**src/rtl/softstart_supervisor.sv**
```systemverilog
module softstart_supervisor #(
  parameter int VW        = 16,
  parameter int VMAX      = 5000,
  parameter int CHG_STEP  = 500,
  parameter int DIS_STEP  = 20,
  parameter int DLY_LEVEL = 4000,
  parameter int HI_ON     = 16500,
  parameter int HI_OFF    = 10500,
  parameter int LO_ON     = 8000,
  parameter int LO_OFF    = 7000,
  localparam int SW       = $clog2(VMAX + 1)
) (
  input  logic          clk,
  input  logic          rst_n,
  input  logic [VW-1:0] vcc_mv,
  input  logic          fault_in,
  input  logic          rail_ok,
  input  logic          low_uv_sel,
  input  logic          latch_off,
  output logic [SW-1:0] sref,
  output logic          drive_en,
  output logic          uvlo,
  output logic          fault_latch,
  output logic          delay_latch
);
  logic [VW-1:0] on_lvl, off_lvl;
  logic          fl_set, release_ok, dl_next;

  assign on_lvl  = low_uv_sel ? VW'(LO_ON)  : VW'(HI_ON);
  assign off_lvl = low_uv_sel ? VW'(LO_OFF) : VW'(HI_OFF);

  assign fl_set     = fault_latch | fault_in;
  assign release_ok = delay_latch && (sref == '0) && !fault_in;
  assign dl_next    = delay_latch | (fl_set && (sref >= SW'(DLY_LEVEL)));

  always_ff @(posedge clk or negedge rst_n) begin
    if (!rst_n) uvlo <= 1'b1;
    else if (uvlo) uvlo <= (vcc_mv < on_lvl);
    else           uvlo <= (vcc_mv < off_lvl);
  end

  always_ff @(posedge clk or negedge rst_n) begin
    if (!rst_n) begin
      fault_latch <= 1'b1;
      delay_latch <= 1'b1;
    end else if (uvlo) begin
      fault_latch <= 1'b1;
      delay_latch <= 1'b1;
    end else if (release_ok) begin
      fault_latch <= 1'b0;
      delay_latch <= 1'b0;
    end else begin
      fault_latch <= fl_set;
      delay_latch <= dl_next;
    end
  end

  always_ff @(posedge clk or negedge rst_n) begin
    if (!rst_n) sref <= '0;
    else if (delay_latch) begin
      if (!latch_off || uvlo)
        sref <= (sref > SW'(DIS_STEP)) ? sref - SW'(DIS_STEP) : '0;
    end else begin
      sref <= (sref >= SW'(VMAX - CHG_STEP)) ? SW'(VMAX) : sref + SW'(CHG_STEP);
    end
  end

  assign drive_en = !uvlo && rail_ok && !fault_latch;
endmodule


```
**config.mk**
```make
export PLATFORM = sky130hd
export DESIGN_NAME = softstart_supervisor
export DESIGN_NICKNAME = d
export VERILOG_FILES = /design/src/rtl/softstart_supervisor.sv
export SDC_FILE = /design/constraint.sdc
export NUM_CORES = 1
export LEC_CHECK = 0
export BUFFER_PORTS_ARGS = -buffer_cell sky130_fd_sc_hd__buf_4
export CORE_ASPECT_RATIO = 0.9
export CORE_MARGIN = 5
export CORE_UTILIZATION = 45
export DETAILED_ROUTE_END_ITERATION = 7
export HOLD_SLACK_MARGIN = 0.08
export PLACE_DENSITY = 0.69
export SYNTH_ARGS = -nofsm -noshare
export SYNTH_HDL_FRONTEND = slang
export SYNTH_SLANG_ARGS = --single-unit
```
**constraint.sdc**
```tcl
create_clock -name clk -period 5.59 [get_ports clk]
set_input_delay 0.559 -clock clk [delete_from_list [all_inputs] [get_ports clk]]
set_output_delay 0.559 -clock clk [all_outputs]
set_load 0.01 [all_outputs]
```
; Word-level counts from Yosys, hierarchy flattened
; Cells that the tools add are included.
[totals]
reg_bits = 16
input_bits = 22
output_inout_bits = 17
wordCells = 36
[op_classes]
add_sub_neg = 2
magnitude_cmp = 5
n_eq_ne = 1
n_mux = 11
bitwise_logic = 2
n_reduce_logical = 11
[ops]
columns = operator, n
row1 = $mux 13, 4
row2 = $lt 16x14->1, 1
row3 = $lt 16x15->1, 1
row4 = $mux 15, 1
row5 = $mux 14, 1
row6 = $add 13x9->13 const B, 1
row7 = $ge 13x12->1 const B, 1
row8 = $ge 13x13->1 const B, 1
row9 = $gt 13x5->1 const B, 1
row10 = $logic_not 13->1, 1
row11 = $sub 13x5->13 const B, 1
row12 = $logic_and 1x1->1, 5
row13 = $mux 1, 5
row14 = $logic_not 1->1, 4
row15 = $ne 2x1->1 const B, 1
row16 = $or 1x1->1, 2
row17 = $logic_or 1x1->1, 1

; Depth between registers and ports, before layout
[depth]
depth_word = 5
mapped_depth = 7
mapped_depth_nobuf = 7

; Worst setup path after synthesis
; OpenSTA, ideal clock, no wires.
[synth_path]
kind = reg-to-reg
startpoint = register sref[8]
endpoint = register sref[11]
setup_time_ps = 126
arrival_time_ps = 1929
t_required_ps = 5464
path_slack_ps = 3535
stages_incl_launch_ff = 8
path_buffers = 2
period_less_slack_ps = 2055
path_cell_list = dfrtp_1 buf_6 or4_1 clkbuf_1 nor4_2 mux2i_1 nor2_1 a221o_1
[synth_via]
elab_chain_cells = 4
elab_cells_between_ends = 8
cone_classes = 2 x add/sub / 2 x order compare / 4 x mux
[synth_rtl]
columns = element, line
row1 = from (decl), 20  ; output logic [SW-1:0] sref,
row2 = from (signal assigned), 62  ; sref <= (sref > SW'(DIS_STEP)) ? sref - SW'(DIS_STEP) : '0;
row3 = from (signal assigned), 64  ; sref <= (sref >= SW'(VMAX - CHG_STEP)) ? SW'(VMAX) : sref + SW'(CHG_STEP);
row4 = $sub 13x5->13 or $gt 13x5->1 (tied branches), 62
row5 = $mux 13, 62
row6 = $mux 13, 61  ; if (!latch_off || uvlo)
row7 = $mux 13 (*), 60  ; else if (delay_latch) begin
; Mark *: on every way between the ends. The rest lies on a longest branch, timed or not. The select of a mux whose other input is x is not followed.
; A chain may end at the register's enable or synchronous reset.

; Worst setup path after layout
[layout_path]
startpoint = register sref[3]
endpoint = register sref[10]
; Same word-level chain as after synthesis.

==> results.md <==
* Post-route clock period utilization at 0.412
* Hpwl dp at around 3000 um
* R2R depth at 7
* R2R setup slack at around 3300 ps
* Max-slew violations at 0
* Avg Vias per Cell at between 6 and 7
* Placer Congestion at 0.910
* Leak pwr at 0.793 nW
* Power Total at slightly below 700 uW
* Core Util, Final at 0.538
* CTS tree: done
* # setup viols final at 0
* RSZ-0062 raised after global routing: no
* Largest net degree at the start of global routing at 18
* Post-CTS Setup Inserts at 0
* Initial antenna violation count at 0
* Worst-Skew Late Latency at about 250 ps
* Vias at around 1500
* Number of fill cells at between 300 and 400
* IO Port Bufs at 34
* CP max stage cell: dfrtp_1
* Top-Level Pins at 39
* Fin nets at between 200 and 250
* Met3 wire length at 352 um
* Critical Path Start Type: flop
* Slew HR at 0.577
* Cell Area, Synth at about 1500 um2
* Worst-path fanout max at 7
* Area Overhead vs Synth at 16.3%
* Max Clk Rate at roughly 430 MHz
* Hold Fails Final Rpt at 0
* Synthesized netlist cell count at 180
* Sequential-to-total area share from yosys stat at 0.230
* Setup Skew at approximately 2.6 ps
* Syn_area_per_cell at ~8.5 um2
* Global-route wire length before repair at 6920 um
* Diode count at 0
* Worst EP required at 5780 ps
* Top Metal Used: met4
* Inst Count DP at approximately 250
* Number of synthesized register bits at 14
* DRT iter0 DRCs at 177
* CP endpoint: sref[10]$_DFFE_PN0P_
* Remaining global-route overflow at 0
* Sequential cell area at around 350 um2
* Slew @ Worst Pin at around 630 ps
* Reg-to-reg critical path endpoint: sref[10]$_DFFE_PN0P_
* CTS root buffer: clkbuf_8
* Clk sinks at 14
* Setup TNS at 0 ps
* Share of cells above drive strength 1 at 0.263
* CTS H-tree depth at 1
* DRT Wirelength at about 4000 um
* Routed wl met2 at around 1800 um
* Die span in y at 65.5 um
* Post-synth EDFFs at 0
* WL/cell at approximately 16 um
* Core ar. at 3330 um2
* Max clock buf depth at 2
* Row cnt at 20
* Post-Route M1 WL at between 1500 and 2000 um
* DRC viols at 0
* Netlist cell types at 56
* Total track usage at 0.183
* R2R Path Start: sref[3]$_DFFE_PN0P_
* Die ar. at 4690 um2
* Critical Path AT at about 2500 ps
* Post-CTS sizing at 0
* Commonest cells after routing, fill and taps aside: buf_4 (34), nor2_1 (16), ha_1 (15), o21ai_0 (11), dfrtp_1 (11)
* Power Dens Cells at 388 nW/um2
* Status: complete, no violations
* Detailed Routing Iterations Pass 1 at 5
* TritonCTS Buffers at 3
* Vias in the first global route at ~1500
* Footprint of the multi-input gates at 1050 um2
* Synthesis warning total at 0
* Critical path origin: sref[3]$_DFFE_PN0P_
* Crit-path cells: inv_1 -> ha_1 -> or3_1 -> a211o_1 -> a21oi_2 -> a221o_1 -> a22o_1
* Commonest non-fill, non-tap cell in the layout: buf_4
* Peak supply drop at 0.000237 V
* Class of the most critical hold timing path: in2async
* CTS clk-pin slew, worst paths at around 60 ps
* Crit path kind: reg2reg
* Max cap viols at 0
* Final Instance Count excl. Fillers at about 250
* Routed Antenna Nets at 0
* CP endpoint kind: flop
* Initial Util at 0.462
* Die W at around 72 um
* CTS Hold Buffers Added at 0
* Post-layout min period at around 2300 ps
* CP max stage delay at 470 ps
* Async set-reset flop share out of synthesis at 1.00
* Synth Flop Type: dfrtp_1
## cell type report
class	count	area share
well taps	44	0.0308
repair buffers	34	0.143
clock buffers	4	0.0308
inverters	4	0.00839
multi-input cells	149	0.590
flip-flops and latches	14	0.198
## sequential cells by signal, indices dropped and copies added, names as in the netlist
signal       count
delay_latch      1
fault_latch      1
sref            11
uvlo             1
## logic make-up after synthesis
group                      count (synthesis)  share of synthesized area
xor gates and xnor gates                   2                     0.0114
other                                      1                    0.00244
muxes                                      1                    0.00650
AOI/OAI and AO/OA                         62                      0.280
adders and majority gates                 15                      0.122
DFF                                       14                      0.230
buffers and inverters                     18                     0.0870
and+or+nand+nor                           67                      0.260
## how the worst min path moves through the flow
stage	start	endpoint	slack, ps
after detailed placement	rst_n	sref[8]$_DFFE_PN0P_	430
after floorplan	rst_n	sref[10]$_DFFE_PN0P_	260
after global placement	rst_n	sref[7]$_DFFE_PN0P_	420
final	rst_n	sref[4]$_DFFE_PN0P_	150
after CTS	rst_n	sref[4]$_DFFE_PN0P_	160
after global routing	rst_n	sref[4]$_DFFE_PN0P_	160
## report_power, final
group          total, mW  switching [mW]  internal, mW
clock network      0.102          0.0399        0.0625
logic              0.352           0.176         0.177
registers          0.240           0.103         0.137
total              0.695           0.319         0.376
## Yosys cell counts (4+ instances only)
cell type  number  area share
a21o_1          5       0.024
a21oi_1         7       0.023
a221o_1         4       0.026
and3_1          4       0.016
buf_4           4       0.020
buf_6           4       0.029
dfrtp_1        11        0.18
ha_1           15        0.12
inv_1           4      0.0098
nand2_1         5       0.012
nand3_1         8       0.026
nor2_1         16       0.039
nor3_1          8       0.026
o211ai_1        4       0.020
o21ai_0        11       0.036
o21ai_1         5       0.016
## critical path, delay by kind of cell (launching register included)
| family | cells | cell delay, ps |
|---|---|---|
| AOI/OAI and AO/OA | 4 | 1010 |
| DFF | 1 | 470 |
| and+or+nand+nor | 1 | 370 |
| adders and majority gates | 1 | 270 |
| buffers and inverters | 1 | 120 |
## through the flow
step           hold slack [ps]  setup slack (ps)  instance area (um2)
2_1_floorplan              263              3540                 1540
3_3_place_gp               424              3360                 1730
4_1_cts                    158              3330                 1790
3_5_place_dp               427              3350                 1730
5_1_grt                    162              3170                 1790
6_report                   149              3280                 1790
## metal layers
metal | up-vias | track usage
met5 | - | 0
met3 | 9 | 0.0413
li1 | 742 | -
met1 | 717 | 0.252
met4 | 0 | 0.0493
met2 | 81 | 0.288
No activity file was read; power rests on OpenSTA's default activity.
